$ cat src/rtl/ret_stack.sv
module ret_stack #(
  parameter int AW = 11,
  parameter int DEPTH = 8,
  localparam int PW = $clog2(DEPTH),
  localparam int CW = $clog2(DEPTH + 1)
) (
  input  logic          clk,
  input  logic          rst_n,
  input  logic          push,
  input  logic          pop,
  input  logic [AW-1:0] push_addr,
  output logic [AW-1:0] top_addr,
  output logic [CW-1:0] level
);
  localparam logic [CW-1:0] FULL = CW'(DEPTH);

  logic [AW-1:0] slot [DEPTH];
  logic [PW-1:0] tos;
  wire  [PW-1:0] tos_up = tos + 1'b1;
  wire  [PW-1:0] tos_dn = tos - 1'b1;

  assign top_addr = slot[tos];

  always_ff @(posedge clk) begin
    if (!rst_n) begin
      tos   <= '0;
      level <= '0;
      for (int i = 0; i < DEPTH; i++) slot[i] <= '0;
    end else begin
      case ({push, pop})
        2'b10: begin
          slot[tos_up] <= push_addr;
          tos          <= tos_up;
          if (level != FULL) level <= level + 1'b1;
        end
        2'b01: begin
          tos <= tos_dn;
          if (level != '0) level <= level - 1'b1;
        end
        2'b11: slot[tos] <= push_addr;
        default: ;
      endcase
    end
  end

  p_level_bound_r4: assert property (@(posedge clk) disable iff (!rst_n)
    level <= FULL);
  p_push_top_r2: assert property (@(posedge clk) disable iff (!rst_n)
    (push && !pop) |=> top_addr == $past(push_addr));
  p_push_count_r2: assert property (@(posedge clk) disable iff (!rst_n)
    (push && !pop && level != FULL) |=> level == $past(level) + 1'b1);
  p_full_hold_r4: assert property (@(posedge clk) disable iff (!rst_n)
    (push && !pop && level == FULL) |=> level == FULL);
  p_pop_count_r3: assert property (@(posedge clk) disable iff (!rst_n)
    (pop && !push && level != '0) |=> level == $past(level) - 1'b1);
  p_empty_pop_r5: assert property (@(posedge clk) disable iff (!rst_n)
    (pop && !push && level == '0) |=> level == '0);
  p_swap_r6: assert property (@(posedge clk) disable iff (!rst_n)
    (push && pop) |=> (top_addr == $past(push_addr) && $stable(level)));
  p_idle_r7: assert property (@(posedge clk) disable iff (!rst_n)
    (!push && !pop) |=> ($stable(top_addr) && $stable(level)));
endmodule

$ cat config.mk
export PLATFORM = sky130hd
export DESIGN_NAME = ret_stack
export DESIGN_NICKNAME = d
export VERILOG_FILES = /design/src/rtl/ret_stack.sv
export SDC_FILE = /design/constraint.sdc
export NUM_CORES = 1
export LEC_CHECK = 0
export ABC_AREA = 1
export BUFFER_PORTS_ARGS = -buffer_cell sky130_fd_sc_hd__buf_4
export CORE_ASPECT_RATIO = 0.75
export CORE_MARGIN = 2
export CORE_UTILIZATION = 60
export CTS_CLUSTER_SIZE = 40
export DETAILED_ROUTE_END_ITERATION = 6
export GPL_ROUTABILITY_DRIVEN = 0
export PLACE_DENSITY = 0.77
export SLEW_MARGIN = 20
export SYNTH_ARGS = -nofsm -noshare
export SYNTH_HDL_FRONTEND = slang
export SYNTH_SLANG_ARGS = --single-unit
$ cat constraint.sdc
create_clock -name clk -period 2.5 [get_ports clk]
set_input_delay 0.125 -clock clk [delete_from_list [all_inputs] [get_ports clk]]
set_output_delay 0.125 -clock clk [all_outputs]
set_load 0.02 [all_outputs]
# ---- Word-level counts from Yosys, hierarchy flattened
# Memories as Yosys holds them, arrays and structs flattened. A register that Yosys moved wholly into a read port is not among the register bits.
# Cells that the tools add are included.
dict set report op_classes {
  n_mux 19
  eq_ne 6
  add_sub_neg 4
  reduce_logical 5
}
# operator n
set ops {}
lappend ops {{$mux W11} 2}
lappend ops {{$reduce_or A11 Y1} 2}
lappend ops {{$mux W3} 4}
lappend ops {{$mux W1} 9}
lappend ops {{$mux W4} 2}
lappend ops {{$pmux W4 S2} 1}
lappend ops {{$pmux W3 S2} 1}
lappend ops {{$add A4 B1 Y4 const B} 1}
lappend ops {{$eq A2 B2 Y1 const B} 2}
lappend ops {{$ne A2 B2 Y1 const B} 2}
lappend ops {{$ne A4 B4 Y1 const B} 1}
lappend ops {{$reduce_bool A4 Y1} 1}
lappend ops {{$sub A4 B1 Y4 const B} 1}
lappend ops {{$add A3 B1 Y3 const B} 1}
lappend ops {{$reduce_and A3 Y1} 1}
lappend ops {{$sub A3 B1 Y3 const B} 1}
lappend ops {{$eq A2 B1 Y1 const B} 1}
lappend ops {{$reduce_bool A2 Y1} 1}
dict set report word_totals {
  inputBits 15
  word_cells 37
  out_inout_bits 15
  ram_bits 88
  mem_count 1
  ff_bits 7
}
# name words width rd rd_clocked_by_memory_dff wr line
set memory_table {}
lappend memory_table {slot 8 11 1 1 8 17} ;# logic [AW-1:0] slot [DEPTH];

# ---- Depth between registers and ports, before layout
dict set report depth {
  word_depth 7
  depth_mapped 11
}

# ---- Least setup slack after synthesis
# No wires, ideal clock.
dict set report synth_timing {
  kind {flip-flop to flip-flop}
  start {register tos[0]}
  end {memory slot[3][0], enable pin}
  path_buffers 0
  slack_ns 0.288
  setup_ns 0.394
  synth_period_minus_slack_ns 2.212
  arrival_time_ns 1.818
  stages_incl_launch_ff 7
  required_time_ns 2.106
  cell_sequence {dfxtp_1 -> inv_1 -> ha_1 -> nand2_1 -> o21ai_4 -> nand2_1 -> o21ai_0}
}
# item line
set synth_rtl {}
lappend synth_rtl {{from (decl)} 18} ;# logic [PW-1:0] tos;
lappend synth_rtl {{from (signal assigned)} 33} ;# tos <= tos_up;
lappend synth_rtl {{from (signal assigned)} 37} ;# tos <= tos_dn;
lappend synth_rtl {{to (decl)} 17}

==> metrics.txt <==
Yosys top cell by area=edfxtp_1; Hold EP=level[1]$_SDFFE_PN0P_; Critical R2R Launch=tos[0]$_SDFFE_PN0N_; Fin Hold WS=99.85 ps; antenna cells=0; Syn. warnings=0; leakage=0.002140 uW; Area Overhead vs Synth=12.33%; CP arrival=2060 ps; Reg2Reg Depth=8; I/O pins=30; final-stage net count=514; initial core utilization=62.01%; DR WL/cell=16.63 microns; sequential-to-total area share from yosys stat=62.25%; CTS clk-pin slew, worst paths=90 ps; endpoint class of the critical path=flip-flop; clk root buf=clkbuf_8; drt pass-1 iters=5; post-synth top area share=57.86%; RSZ-0062 raised after global routing=false; Synth area leaders=edfxtp_1 58%, nor2_1 11%, o21ai_0 5.2%; Fin. Hold Viols=0; Routed Antenna Nets=0; number of flops mapped to enable cells by yosys=88; maximum vdd drop=0.0003974 V; Worst-Margin Slew=572.4 ps; HP Start=rst_n; Clock Sinks=98; synthesized area per cell=9.842 sq um; worst skew pair latency=360 ps; Hold Path Stages=3; Die Width=104.7 microns; Final period util=82.27%; Seq cells post-synth=98; worst rel slew slack=61.75%; share of cells above drive strength 1=12.88%; CTS tree=done; Slew Limit Fails=0; htree depth=3; initial drt markers=263; Req. time, crit path=2500 ps; CP startpoint kind=flip-flop; most frequent cells in the layout=131 x nor2_1, 88 x edfxtp_1, 62 x nand2_1, 47 x o21ai_0, 42 x buf_4; Setup violations, final=0; die footprint=8333 sq um; status=finished clean; post-detail-place hpwl=6.854 mm; Die Y=79.56 microns; Final Core Density=69.66%; largest net degree at the start of global routing=45; Post-CTS Setup Bufs=0; vias in the first global route=3359; antenna violations before repair=0; post-CTS sizing=0; pre-CTS WS=425.4 ps; WS Path Type=flip-flop to flip-flop; register-to-register setup slack=440 ps; asr flop ratio synth=0%; most common library cell in the layout ignoring fill and taps=nor2_1; Residual DRC=0; minimum clock period=2057 ps; Post-Syn Nets=486; Top FF cell, synth=edfxtp_1; Core ar.=7365 sq um; Fillers=609; Pwr per Cell Area=747.3 nW/um^2; FF-to-FF End=slot[7][1]$_SDFFCE_PN0P_; cts hold-fix bufs=0; CTS max path bufs=2; number of cell rows=27; Worst Hold Class=input port to flip-flop; mapped cell area=4567 sq um; Total Neg Setup Slack=0 ps; post-route worst setup slack=443.2 ps; first-pass GRT wire length=16.77 mm; total congestion overflow=0; GRT Total Usage=26.86%; maxcap violations=0; vias per cell=5.577; largest fanout on the critical path=11; Post-Synthesis Cells=464; vias=3335; total wire length=9.945 mm; Worst Skew=16.35 ps; f_max=0.4862 GHz; Port Buf Inserts=29; total CTS buffers=9; Yosys cell types=30
## metrics by stage
stage	power [uW]	area [sq um]	instances
4_1_cts	3834	5130	598
5_1_grt	3995	5130	598
3_5_place_dp	2664	4891	582
6_report	3834	5130	598
2_1_floorplan	2424	4567	464
3_3_place_gp	2649	4891	582
## critical path: stages, from the launching register on
cell and delay (ps):
dfxtp_1 370, inv_1 90, ha_1 320, nand2_1 100, o21ai_4 110, inv_1 60, nor2_1 140, nand2_1 90
nand2_1 440
## layout make-up
type / instances / area [sq um] / area share, %
multi-input combinational: 311 / 1494 / 29.12
timing repair buffer: 42 / 315.3 / 6.146
clock buffer: 9 / 123.9 / 2.415
inverter: 30 / 112.6 / 2.195
tap: 101 / 126.4 / 2.463
clock inverter: 7 / 115.1 / 2.244
sequential: 98 / 2843 / 55.41
## worst max path at each step
stage	depth (start not counted)	slack, ps	start	to
after floorplan	6	290	tos[0]$_SDFFE_PN0N_	slot[3][0]$_SDFFCE_PN0P_
after global placement	7	510	push	slot[2][2]$_SDFFCE_PN0P_
after detailed placement	7	430	push	slot[2][2]$_SDFFCE_PN0P_
after CTS	8	440	tos[0]$_SDFFE_PN0N_	slot[6][5]$_SDFFCE_PN0P_
after global routing	8	270	tos[0]$_SDFFE_PN0N_	slot[7][10]$_SDFFCE_PN0P_
final	8	440	tos[0]$_SDFFE_PN0N_	slot[7][1]$_SDFFCE_PN0P_
## synth_stat cells (2+ instances only)
library cell / count
mux2i_1: 11
nand3_1: 3
o21ai_1: 5
xor2_1: 3
xnor2_1: 2
a21oi_1: 5
buf_2: 10
o21ai_0: 47
clkbuf_1: 11
inv_1: 30
o22ai_1: 11
nor2_1: 131
dfxtp_1: 10
nand2_2: 2
ha_1: 7
edfxtp_1: 88
buf_4: 3
nor3_1: 12
nand2_1: 62
## state kept, by name, indices dropped and copies added, names as in the netlist, named ones only
| register | cells |
|---|---|
| slot | 88 |
| level | 4 |
| tos | 3 |
## where the power goes
| part | switching, uW | total [uW] | internal [uW] |
|---|---|---|---|
| sequential | 44.6 | 1940 | 1890 |
| combinational | 463 | 699 | 235 |
| clock | 535 | 1200 | 663 |
| total | 1040 | 3830 | 2790 |
## routing by layer
metal / part of all wire, % / global-route usage, % / routed length (microns)
met1: 46 / 36.75 / 4530
met2: 46 / 43.90 / 4553
met3: 7.3 / 6.041 / 729
met4: 1.3 / 7.467 / 131
met5: 0 / 0 / 0
## kinds of logic (layout without fill, tap and decap cells)
family / count (synthesis) / count (layout) / synth area share [%]
AOI/OAI and AO/OA: 73 / 73 / 8.795
adders and majority gates: 7 / 7 / 1.918
xor gates and xnor gates: 5 / 5 / 0.9591
and+or+nand+nor: 215 / 215 / 18.63
DFF: 98 / 98 / 62.25
buffers and inverters: 55 / 88 / 5.041
muxes: 11 / 11 / 2.411
(Power assumes the default switching activity.)
